==> src/rtl/spis_pkg.sv <==
package spis_pkg;
  localparam int MAX_W = 32;
  localparam int CNT_W = $clog2(MAX_W);

  // strobes from control to datapath
  typedef struct packed {
    logic sampleBit;   // take one mosi bit into the receive shifter
    logic firstBit;    // this sample starts a new word
    logic captureWord; // copy the finished word to rxData
    logic shiftTx;     // advance the transmit shifter
    logic loadTx;      // refill the transmit shifter from the holding word
  } spisStrobe_t;

  function automatic logic [CNT_W-1:0] lastIdx(input logic [1:0] lenSel);
    case (lenSel)
      2'd0:    return CNT_W'(7);
      2'd1:    return CNT_W'(15);
      default: return CNT_W'(MAX_W - 1);
    endcase
  endfunction
endpackage

==> src/rtl/spis_ctrl.sv <==
module spis_ctrl
  import spis_pkg::*;
#(
  parameter int SYNC_STAGES = 2
) (
  input  logic        clk,
  input  logic        rst_n,
  input  logic        sck,
  input  logic        ss,
  input  logic        cfgCpol,
  input  logic        cfgCpha,
  input  logic [1:0]  cfgLen,
  input  logic        cfgSsActHigh,
  input  logic        rxAck,
  input  logic        errClear,
  output spisStrobe_t strobe,
  output logic        selActive,
  output logic        rxValid,
  output logic        modeFault,
  output logic        overrun
);
  logic [SYNC_STAGES-1:0] sckSyn, selSyn;
  logic sckPrev, selPrev, selIn;
  logic [CNT_W-1:0] rxCnt, txCnt, lastBit;
  logic sckNow, riseEdge, fallEdge, leadEdge, trailEdge;
  logic sampEdge, shiftEdge, selRise, selFall, rxDone, txBoundary;

  // select is turned into "active" before the synchronizer so reset means idle
  assign selIn = cfgSsActHigh ? ss : ~ss;

  always_ff @(posedge clk or negedge rst_n) begin
    if (!rst_n) begin
      sckSyn  <= '0;
      selSyn  <= '0;
      sckPrev <= 1'b0;
      selPrev <= 1'b0;
    end else begin
      sckSyn  <= {sckSyn[SYNC_STAGES-2:0], sck};
      selSyn  <= {selSyn[SYNC_STAGES-2:0], selIn};
      sckPrev <= sckNow;
      selPrev <= selActive;
    end
  end

  assign sckNow    = sckSyn[SYNC_STAGES-1];
  assign selActive = selSyn[SYNC_STAGES-1];
  assign riseEdge  = sckNow & ~sckPrev;
  assign fallEdge  = ~sckNow & sckPrev;
  assign leadEdge  = cfgCpol ? fallEdge : riseEdge;
  assign trailEdge = cfgCpol ? riseEdge : fallEdge;
  assign sampEdge  = selActive & (cfgCpha ? trailEdge : leadEdge);
  assign shiftEdge = selActive & (cfgCpha ? leadEdge : trailEdge);
  assign selRise   = selActive & ~selPrev;
  assign selFall   = ~selActive & selPrev;
  assign lastBit   = lastIdx(cfgLen);
  assign rxDone    = sampEdge & (rxCnt == lastBit);
  // phase 1 refills on the first shift edge of a word, phase 0 after the last
  assign txBoundary = cfgCpha ? (txCnt == '0) : (txCnt == lastBit);

  always_comb begin
    strobe.sampleBit   = sampEdge;
    strobe.firstBit    = (rxCnt == '0);
    strobe.captureWord = rxDone & (~rxValid | rxAck);
    strobe.loadTx      = selRise | (shiftEdge & txBoundary);
    strobe.shiftTx     = shiftEdge & ~txBoundary;
  end

  always_ff @(posedge clk or negedge rst_n) begin
    if (!rst_n) begin
      rxCnt <= '0;
      txCnt <= '0;
    end else begin
      if (!selActive)    rxCnt <= '0;
      else if (sampEdge) rxCnt <= rxDone ? '0 : rxCnt + 1'b1;

      if (!selActive || selRise) txCnt <= '0;
      else if (shiftEdge)        txCnt <= (txCnt == lastBit) ? '0 : txCnt + 1'b1;
    end
  end

  always_ff @(posedge clk or negedge rst_n) begin
    if (!rst_n) begin
      rxValid   <= 1'b0;
      modeFault <= 1'b0;
      overrun   <= 1'b0;
    end else begin
      if (strobe.captureWord) rxValid <= 1'b1;
      else if (rxAck)         rxValid <= 1'b0;

      if (selFall && rxCnt != '0) modeFault <= 1'b1;
      else if (errClear)          modeFault <= 1'b0;

      if (rxDone && rxValid && !rxAck) overrun <= 1'b1;
      else if (errClear)               overrun <= 1'b0;
    end
  end
endmodule

==> src/rtl/spis_dp.sv <==
module spis_dp
  import spis_pkg::*;
#(
  parameter int SYNC_STAGES = 2
) (
  input  logic             clk,
  input  logic             rst_n,
  input  logic             mosi,
  input  logic [1:0]       cfgLen,
  input  logic             cfgLsbFirst,
  input  logic             selActive,
  input  spisStrobe_t      strobe,
  input  logic [MAX_W-1:0] txData,
  input  logic             txLoad,
  output logic [MAX_W-1:0] rxData,
  output logic             miso
);
  logic [SYNC_STAGES-1:0] mosiSyn;
  logic [MAX_W-1:0] txHold, txShift, rxShift, rxBase, rxNext;
  logic [CNT_W-1:0] lastBit;
  logic mosiNow;

  assign lastBit = lastIdx(cfgLen);
  assign mosiNow = mosiSyn[SYNC_STAGES-1];

  always_comb begin
    rxBase = strobe.firstBit ? '0 : rxShift;
    if (cfgLsbFirst) rxNext = (rxBase >> 1) | (MAX_W'(mosiNow) << lastBit);
    else             rxNext = {rxBase[MAX_W-2:0], mosiNow};
  end

  always_ff @(posedge clk or negedge rst_n) begin
    if (!rst_n) begin
      mosiSyn <= '0;
      txHold  <= '0;
      txShift <= '0;
      rxShift <= '0;
      rxData  <= '0;
    end else begin
      mosiSyn <= {mosiSyn[SYNC_STAGES-2:0], mosi};
      if (txLoad) txHold <= txData;
      if (strobe.loadTx)       txShift <= txHold;
      else if (strobe.shiftTx) txShift <= cfgLsbFirst ? (txShift >> 1) : (txShift << 1);
      if (strobe.sampleBit)   rxShift <= rxNext;
      if (strobe.captureWord) rxData  <= rxNext;
    end
  end

  assign miso = selActive & (cfgLsbFirst ? txShift[0] : txShift[lastBit]);
endmodule

==> src/rtl/spis_top.sv <==
module spis_top
  import spis_pkg::*;
#(
  parameter int SYNC_STAGES = 2
) (
  input  logic             clk,
  input  logic             rst_n,
  input  logic             sck,
  input  logic             mosi,
  input  logic             ss,
  output logic             miso,
  output logic             misoOe,
  input  logic             cfgCpol,
  input  logic             cfgCpha,
  input  logic [1:0]       cfgLen,
  input  logic             cfgLsbFirst,
  input  logic             cfgSsActHigh,
  input  logic [MAX_W-1:0] txData,
  input  logic             txLoad,
  output logic [MAX_W-1:0] rxData,
  output logic             rxValid,
  input  logic             rxAck,
  output logic             modeFault,
  output logic             overrun,
  input  logic             errClear
);
  spisStrobe_t strobe;
  logic selActive;

  spis_ctrl #(.SYNC_STAGES(SYNC_STAGES)) ctrl_i (
    .clk(clk), .rst_n(rst_n), .sck(sck), .ss(ss),
    .cfgCpol(cfgCpol), .cfgCpha(cfgCpha), .cfgLen(cfgLen),
    .cfgSsActHigh(cfgSsActHigh), .rxAck(rxAck), .errClear(errClear),
    .strobe(strobe), .selActive(selActive), .rxValid(rxValid),
    .modeFault(modeFault), .overrun(overrun)
  );

  spis_dp #(.SYNC_STAGES(SYNC_STAGES)) dp_i (
    .clk(clk), .rst_n(rst_n), .mosi(mosi), .cfgLen(cfgLen),
    .cfgLsbFirst(cfgLsbFirst), .selActive(selActive), .strobe(strobe),
    .txData(txData), .txLoad(txLoad), .rxData(rxData), .miso(miso)
  );

  assign misoOe = selActive;
endmodule

==> config.mk <==
export PLATFORM = sky130hd
export DESIGN_NAME = spis_top
export DESIGN_NICKNAME = d
export VERILOG_FILES = /design/src/rtl/spis_pkg.sv /design/src/rtl/spis_ctrl.sv /design/src/rtl/spis_dp.sv /design/src/rtl/spis_top.sv
export SDC_FILE = /design/constraint.sdc
export NUM_CORES = 1
export LEC_CHECK = 0
export BUFFER_PORTS_ARGS = -buffer_cell sky130_fd_sc_hd__buf_2
export CAP_MARGIN = 0
export CORE_MARGIN = 1
export CORE_UTILIZATION = 40
export DETAILED_ROUTE_END_ITERATION = 6
export MAX_ROUTING_LAYER = met4
export PLACE_DENSITY = 0.66
export SYNTH_ARGS = -nofsm -noshare
export SYNTH_HDL_FRONTEND = slang
export SYNTH_HIERARCHICAL = 1
export SYNTH_SLANG_ARGS = --single-unit
==> constraint.sdc <==
create_clock -name clk -period 6.68 [get_ports clk]
set_clock_uncertainty 0.1 [all_clocks]
set_input_delay 1.336 -clock clk [delete_from_list [all_inputs] [get_ports clk]]
set_output_delay 1.336 -clock clk [all_outputs]
set_load 0.01 [all_outputs]
==> impl_metrics.yaml, run 1 <==
clocking:
  clk_pin_slew_worst_paths_ps: 60
  cts.sinks: 149
  post-cts-setup-buffers: 0
  cts-buffers-inserted: 17
  cts_tree: "yes"
  postCtsResizedCells: 0
  number_of_buffers_on_the_longest_clock_path: 2
  cts_root_buf: "clkbuf_16"
  worstSkewPairLatency_ps: 420
  quantity_of_hold_fixing_buffers_added_after_cts: 0
  cts_htree_levels: 4
global_route:
  via_count_of_the_first_global_routing_pass: 4585
  groute.layer.met1.usage_pct: 22.1
  track_usage_pct: 17.1
  groute.layer.met3.usage_pct: 3.36
  globalRouteOverflowTotal: 0
  maximum_number_of_pins_on_one_net_before_global_route_repair: 109
  use_met2_pct: 26.1
  antenna_found_initial: 0
  gr-max-usage-layer: "met2"
  grt_first_pass_wirelength_microns: 23300
worst_hold_path:
  holdCritPathClass: "flip-flop to flip-flop"
setup_path:
  worstPathMaxFanout: 7
  path_class: "primary input to output pin"
  cp.arrival_ps: 2200
  cp-start-kind: "primary input"
  setup.worst_path.end_class: "output pin"
  critPathRequiredTime_ps: 5240
sta:
  fin_hold_ws_ps: 255
  tightestPinTransition_ps: 1080
  final-hold-violation-count: 0
  timing_max_transition_violations_final: 0
  layout_worst_path_cycle_share_pct: 54.4
  totalNegativeSetupSlack_ps: 0
  fmaxAchievable_mhz: 275
  max-slew-margin-rel_pct: 28.3
  setup_violations: 0
  rsz0062_at_grt: "no"
  post_layout_minimum_cycle_time_ps: 3630
detailed_routing:
  avgViaCountPerCell: 5.25
  routed_wire_length_per_instance_microns: 15.6
  vias: 4605
  detail-route-antenna-nets: 0
  drt_drc_violations_left: 0
  firstDrtPassIters: 5
  routed_wl_microns: 13600
  drt_first_iter_violations: 274
power:
  leakage_nw: 3.99
  power_density_nw_per_um2: 287
  peakVddDrop_mv: 0.185
floorplanning:
  design.die.area_sq_um: 18000
  num_rows: 47
  chipHeight_microns: 134
  core_region_area_sq_um: 16800
  start_util_pct: 41.4
  top_level_ports: 83
  die_width_microns: 134
final_layout:
  antenna_cells: 0
  mostFrequentLayoutCell: "dfrtp_1"
  area_growth_syn_to_layout_pct: 16.1
  layout.cells.most_common_list: "dfrtp_1, mux2_2, buf_2"
  num-nets-final: 695
  post_route_cells_drive_above_1_share_pct: 32.3
logic_synthesis:
  netlist_instances: 579
  netlist-cell-type-count: 46
  synth.cell_area_sq_um: 6970
  synthesis.yosys.warnings: 6
  synth_seq_area_share_pct: 53.5
  postSynthNetCount: 629
  number_of_enable_type_register_cells_in_the_synthesized_netlist: 0
  post_synth.cell_area_avg_sq_um: 12.0
  synthArstFlopShare_pct: 100
  synth-main-ff-cell: "dfrtp_1"
  ys_seq_elements: 149
status:
  result_of_the_run: "finished, final reports clean"
job:
  cap_violations: 0
place:
  dp_hpwl_microns: 8740
  port_buffers: 82
  place.gp.congestion: 0.777
-- state kept, by name, indices dropped and copies added, names as in the netlist --
| name | flops |
|---|---|
| dp_i/rxShift | 32 |
| dp_i/mosiSyn | 2 |
| ctrl_i/sckPrev | 1 |
| ctrl_i/rxCnt | 5 |
| ctrl_i/selPrev | 1 |
| dp_i/txShift | 32 |
| dp_i/rxData | 32 |
| ctrl_i/overrun | 1 |
| ctrl_i/rxValid | 1 |
| ctrl_i/txCnt | 5 |
| ctrl_i/selSyn | 2 |
| ctrl_i/sckSyn | 2 |
| ctrl_i/modeFault | 1 |
| dp_i/txHold | 32 |
-- power by group --
part	internal [mW]	total, mW	switching, mW
Combinational	0.155	0.317	0.162
Clock	0.566	0.933	0.367
Sequential	0.998	1.07	0.0762
Total	1.72	2.32	0.605
-- Yosys cell counts (3+ instances only) --
cell	instances	area share (%)
nand2b_1	4	0.36
dfrtp_1	149	54
mux2_2	86	14
and2_1	3	0.27
o21ai_0	6	0.43
nand3_1	6	0.43
nand2_1	16	0.86
nand3b_1	4	0.43
a21o_1	30	3.2
buf_2	15	1.1
buf_6	5	0.81
ha_1	4	0.72
nor2b_1	4	0.36
mux2i_1	65	9.3
a211oi_1	31	3.3
inv_1	11	0.59
o22ai_1	3	0.27
clkbuf_1	13	0.70
a21oi_1	12	0.86
nor2_1	70	3.8
buf_4	4	0.43
buf_1	3	0.16
-- layout make-up --
type	instances	area, sq um
repair buffers	88	464
multi-input cells	378	3000
fillers	1526	8730
clock inverters	12	130
flip-flops and latches	149	3730
well taps	220	275
clock buffers	19	453
inverters	11	41.3
-- per-stage QoR --
stage	cell area, sq um	setup WS, ps	std cells	util (%)	power (mW)
after floorplan	6970	3200	579	-	1.31
after global placement	7510	2850	846	44.6	1.39
after detailed placement	7510	2740	846	44.6	1.41
after CTS	8090	2990	877	48.1	2.36
after global routing	8090	2860	877	48.1	2.45
final	8090	3050	877	48.1	2.32
-- logic make-up (layout without fill, tap and decap cells) --
kind of cell               Yosys count  after routing  synth area share (%)
xor gates and xnor gates             3              3                 0.377
adders and majority gates            4              4                 0.718
AOI/OAI and AO/OA                   96             96                  9.80
buffers and inverters               52            130                  3.84
DFF                                149            149                  53.5
muxes                              154            154                  23.8
and+or+nand+nor                    121            121                  7.97
-- critical path, cell delays in order --
cell and delay (ps):
buf_2 190, inv_1 120, a211oi_1 210, o21ai_0 160
buf_2 170
-- layer usage --
layer | share of wire [%] | vias to the layer above
li1 | - | 2201
met1 | 47 | 2290
met3 | 3.0 | 24
met4 | 2.0 | 0
met2 | 48 | 90
met5 | 0 | -
-- worst paths after layout --
path	start	end	slack, ps	depth (start not counted)
setup / recovery	cfgLen[0]	miso	3050	5
hold / removal	dp_i/mosiSyn[0]	dp_i/mosiSyn[1]	250	0
setup reg to reg	ctrl_i/sckSyn[1]	dp_i/txShift[20]	3920	7
hold reg to reg	dp_i/mosiSyn[0]	dp_i/mosiSyn[1]	250	0
max in group asynchronous	rst_n	dp_i/rxShift[0]	4410	2
min in group asynchronous	rst_n	dp_i/rxData[24]	940	1
Power figures use the tool's default switching activity.
==> run 2, diff against run 1 <==
--- a/config.mk
+++ b/config.mk
@@ -11,7 +11,7 @@
 export CORE_UTILIZATION = 40
 export DETAILED_ROUTE_END_ITERATION = 6
 export MAX_ROUTING_LAYER = met4
-export PLACE_DENSITY = 0.66
+export PLACE_DENSITY = 0.69
 export SYNTH_ARGS = -nofsm -noshare
 export SYNTH_HDL_FRONTEND = slang
 export SYNTH_HIERARCHICAL = 1
==> constraint.sdc (replaced) <==
create_clock -name clk -period 3.3 [get_ports clk]
set_clock_uncertainty 0.1 [all_clocks]
set_input_delay 0.66 -clock clk [delete_from_list [all_inputs] [get_ports clk]]
set_output_delay 0.66 -clock clk [all_outputs]
set_load 0.01 [all_outputs]
==> impl_metrics.yaml, run 2 (synthesized netlist as in run 1, its figures left out) <==
status:
  result_of_the_run: "finished, final reports clean"
detailed_routing:
  routed_wire_length_per_instance_microns: 15.5
  avgViaCountPerCell: 5.23
  drt_first_iter_violations: 187
  vias: 4591
  firstDrtPassIters: 4
  routed_wl_microns: 13600
  detail-route-antenna-nets: 0
  drt_drc_violations_left: 0
setup_path:
  cpMaxStageDelayCell: "mux2i_1"
  critPathRequiredTime_ps: 3560
  critical_path.cell_chain: "buf_2, xnor2_1, mux2i_1, and2_1, and2_2, buf_12, nor2_1, a211oi_1, a21o_1"
  worst_setup_path_startpoint: "cfgCpha"
  timing.rr.start: "ctrl_i/sckSyn[1]"
  cp.arrival_ps: 2740
  cp_slowest_stage_delay_ps: 480
  timing.reg2reg.worst_path_depth: 8
  path_class: "primary input to flip-flop"
  worstPathMaxFanout: 63
  cp-start-kind: "primary input"
  setup.worst_path.end_class: "flip-flop"
floorplanning:
  design.die.area_sq_um: 18000
  top_level_ports: 83
  core_region_area_sq_um: 16800
  start_util_pct: 41.4
  num_rows: 47
  die_width_microns: 134
  chipHeight_microns: 134
clocking:
  postCtsResizedCells: 0
  cts_tree: "yes"
  worstSkewPairLatency_ps: 420
  cts.sinks: 149
  cts_root_buf: "clkbuf_16"
  post-cts-setup-buffers: 0
  clk_pin_slew_worst_paths_ps: 60
  cts_htree_levels: 4
  cts-buffers-inserted: 17
  number_of_buffers_on_the_longest_clock_path: 2
  quantity_of_hold_fixing_buffers_added_after_cts: 0
final_layout:
  design_area_sq_um: 8190
  post_route_cells_drive_above_1_share_pct: 32.4
  final_util_pct: 48.7
  num-nets-final: 697
  area_growth_syn_to_layout_pct: 17.6
  final-instance-count-excl-fill: 878
  antenna_cells: 0
  mostFrequentLayoutCell: "dfrtp_1"
  layout.cells.most_common_list: "dfrtp_1, mux2_2, buf_2"
sta:
  totalNegativeSetupSlack_ps: 0
  final-hold-violation-count: 0
  worst_slack_ps: 816
  post_layout_minimum_cycle_time_ps: 2480
  fmaxAchievable_mhz: 403
  layout_worst_path_cycle_share_pct: 75.3
  tightestPinTransition_ps: 1060
  fin_hold_ws_ps: 121
  timing_max_transition_violations_final: 0
  rsz0062_at_grt: "no"
  setup_violations: 0
  max-slew-margin-rel_pct: 29.5
place:
  place.gp.congestion: 0.756
  post-place-ws_ps: 525
  port_buffers: 82
  postPlaceCellArea_sq_um: 7570
  dp_hpwl_microns: 8900
  placed_cells: 848
worst_hold_path:
  holdCritPathClass: "primary input to asynchronous set/reset pin"
global_route:
  grt_first_pass_wirelength_microns: 23300
  antenna_found_initial: 0
  track_usage_pct: 17.1
  maximum_number_of_pins_on_one_net_before_global_route_repair: 67
  via_count_of_the_first_global_routing_pass: 4681
  globalRouteOverflowTotal: 0
power:
  report.power.total_mw: 4.85
  peakVddDrop_mv: 0.413
  leakage_nw: 4.04
  power_density_nw_per_um2: 592
job:
  cap_violations: 0
[run 2: changes by cell type in the layout (fill, tap and decap cells not counted), sizes merged]
cell	delta
clkinvlp	-3
buf	+2
bufinv	+2
clkbuf	-1
clkinv	+1
[run 2: where the power goes]
group	internal (mW)	switching (mW)
sequential	2.02	0.152
clock	1.28	0.745
combinational	0.324	0.331
total	3.62	1.23
[run 2: worst paths after layout]
check / endpoint / slack [ps]
worst min-delay path: dp_i/txHold[26] / 120
max in group asynchronous: dp_i/rxData[3] / 2190
worst max register to register: dp_i/txShift[14] / 970
worst min register to register: dp_i/mosiSyn[1] / 250
worst max-delay path: dp_i/txShift[14] / 820
min in group clk: dp_i/mosiSyn[1] / 250
[run 2: area by class of cell]
class | instances | area [sq um]
clock buffers | 18 | 439
clock inverters | 12 | 180
fillers | 1517 | 8630
inverters | 11 | 41.3
multi-input cells | 378 | 3000
flip-flops and latches | 149 | 3730
well taps | 220 | 275
repair buffers | 90 | 529
[run 2: critical path, delay by kind of cell]
kind,cells,cell delay [ps]
simple gates,3,530
mux,1,480
compound gates,2,430
buf+inv,2,370
xor+xnor,1,260
[run 2: metal layers]
metal  global-route usage, %  vias up  part of all wire (%)
met4                    7.51        0                   2.3
met5                       -        -                     0
li1                        -     2200                     -
met3                    4.54       23                   3.7
met1                    21.3     2273                    46
met2                    26.2       95                    49
==> run 3, diff against run 2 <==
--- a/config.mk
+++ b/config.mk
@@ -11,7 +11,7 @@
 export CORE_UTILIZATION = 40
 export DETAILED_ROUTE_END_ITERATION = 6
 export MAX_ROUTING_LAYER = met4
-export PLACE_DENSITY = 0.69
+export PLACE_DENSITY = 0.66
 export SYNTH_ARGS = -nofsm -noshare
 export SYNTH_HDL_FRONTEND = slang
 export SYNTH_HIERARCHICAL = 1
==> constraint.sdc (replaced) <==
create_clock -name clk -period 2.41 [get_ports clk]
set_clock_uncertainty 0.1 [all_clocks]
set_input_delay 0.482 -clock clk [delete_from_list [all_inputs] [get_ports clk]]
set_output_delay 0.482 -clock clk [all_outputs]
set_load 0.01 [all_outputs]
==> impl_metrics.yaml, run 3 (synthesized netlist as in run 1, its figures left out) <==
final_layout:
  mostFrequentLayoutCell: "dfrtp_1"
  num-nets-final: 707
  area_growth_syn_to_layout_pct: 20.0
  final_util_pct: 49.7
  design_area_sq_um: 8360
  layout.cells.most_common_list: "dfrtp_1, mux2_2, buf_2"
  antenna_cells: 0
  post_route_cells_drive_above_1_share_pct: 33.6
  fill_cells: 1476
power:
  power_density_nw_per_um2: 812
  report.power.total_mw: 6.79
  peakVddDrop_mv: 0.523
  leakage_nw: 4.13
setup_path:
  path_class: "flip-flop to flip-flop"
  cp_slowest_stage_delay_ps: 460
  critical_path.cell_chain: "xor2_1, o31a_1, o31a_1, and2_2, buf_12, nor2_1, a211oi_1, a21o_1"
  cpMaxStageDelayCell: "dfrtp_1"
  setup.worst_path.end_class: "flip-flop"
  cp-start-kind: "flip-flop"
  cp_common_cell: "o31a_1"
  critPathRequiredTime_ps: 2620
  cp.arrival_ps: 2410
  worstPathMaxFanout: 46
clocking:
  cts.sinks: 149
  cts_tree: "yes"
  cts-buffers-inserted: 17
  postCtsResizedCells: 0
  worstSkewPairLatency_ps: 420
  number_of_buffers_on_the_longest_clock_path: 2
  post-cts-setup-buffers: 0
  cts_htree_levels: 4
  quantity_of_hold_fixing_buffers_added_after_cts: 1
  clk_pin_slew_worst_paths_ps: 60
  cts_root_buf: "clkbuf_16"
place:
  postPlaceCellArea_sq_um: 7700
  dp_hpwl_microns: 8920
  place.gp.congestion: 0.762
  port_buffers: 82
floorplanning:
  die_width_microns: 134
  start_util_pct: 41.4
  chipHeight_microns: 134
  design.die.area_sq_um: 18000
  top_level_ports: 83
  num_rows: 47
  core_region_area_sq_um: 16800
detailed_routing:
  vias: 4563
  firstDrtPassIters: 4
  detail-route-antenna-nets: 0
  drt_first_iter_violations: 173
  drt_drc_violations_left: 0
  routed_wl_microns: 13500
  routed_wire_length_per_instance_microns: 15.1
  avgViaCountPerCell: 5.13
global_route:
  grt_first_pass_wirelength_microns: 23300
  via_count_of_the_first_global_routing_pass: 4699
  maximum_number_of_pins_on_one_net_before_global_route_repair: 65
  antenna_found_initial: 0
  track_usage_pct: 17.0
  globalRouteOverflowTotal: 0
sta:
  final-hold-violation-count: 0
  fmaxAchievable_mhz: 455
  post_layout_minimum_cycle_time_ps: 2200
  totalNegativeSetupSlack_ps: 0
  timing_max_transition_violations_final: 0
  layout_worst_path_cycle_share_pct: 91.2
  rsz0062_at_grt: "no"
  tightestPinTransition_ps: 719
  fin_hold_ws_ps: 65.5
  max-slew-margin-rel_pct: 52.1
  setup_violations: 0
status:
  result_of_the_run: "finished, final reports clean"
worst_hold_path:
  holdCritPathClass: "primary input to flip-flop"
job:
  cap_violations: 0
[run 3: cell types whose count changed in the layout (fill, tap and decap cells not counted), sizes merged]
cell / change
buf: +9
inv: +6
clkinv: -3
clkinvlp: -1
dlygate4sd3: +1
[run 3: per-layer routing]
layer	vias to the layer above	track usage, %	routed length [microns]
met2	98	25.9	6470
met4	0	6.63	201
met5	-	-	0
met1	2216	21.8	6290
li1	2232	-	-
met3	17	4.16	526
[run 3: stage by stage]
step	instances	worst slack [ps]
global route	890	66.5
floorplan	579	34.5
global placement	857	58.4
CTS	890	167
detailed placement	857	13.1
finish	890	211
[run 3: power breakdown]
part           total, mW  internal [mW]  leakage (nW)  switching, mW
clock               2.89           1.80         0.319           1.09
sequential          2.98           2.76          1.92          0.213
combinational      0.922          0.468          1.89          0.454
total               6.79           5.03          4.13           1.76
[run 3: final cells by class]
cell class                      count  area [sq um]  share of cell area (%)
Inverter                           11          41.3                   0.494
Clock buffer                       18           439                    5.25
Clock inverter                     14           213                    2.54
Tap cell                          220           275                    3.29
Multi-Input combinational cell    378          3010                    36.0
Timing Repair Buffer              100           657                    7.86
Sequential cell                   149          3730                    44.6
[run 3: critical path: cells and delay by family (launching register included)]
kind,cells,cell delay [ps]
flip-flops,1,460
AO/OA/AOI/OAI,4,820
XOR/XNOR,1,190
buffers and inverters,1,180
AND/OR/NAND/NOR,2,350
[run 3: worst paths after layout]
check,start,endpoint,slack (ps),cells past startpoint
max in group asynchronous,rst_n,ctrl_i/sckSyn[0],1090,3
min in group asynchronous,rst_n,dp_i/txHold[27],490,2
hold reg to reg,ctrl_i/selSyn[0],ctrl_i/selSyn[1],250,0
setup / recovery,ctrl_i/txCnt[3],dp_i/txShift[17],210,8
hold / removal,mosi,dp_i/mosiSyn[0],70,1
setup reg to reg,ctrl_i/txCnt[3],dp_i/txShift[17],210,8
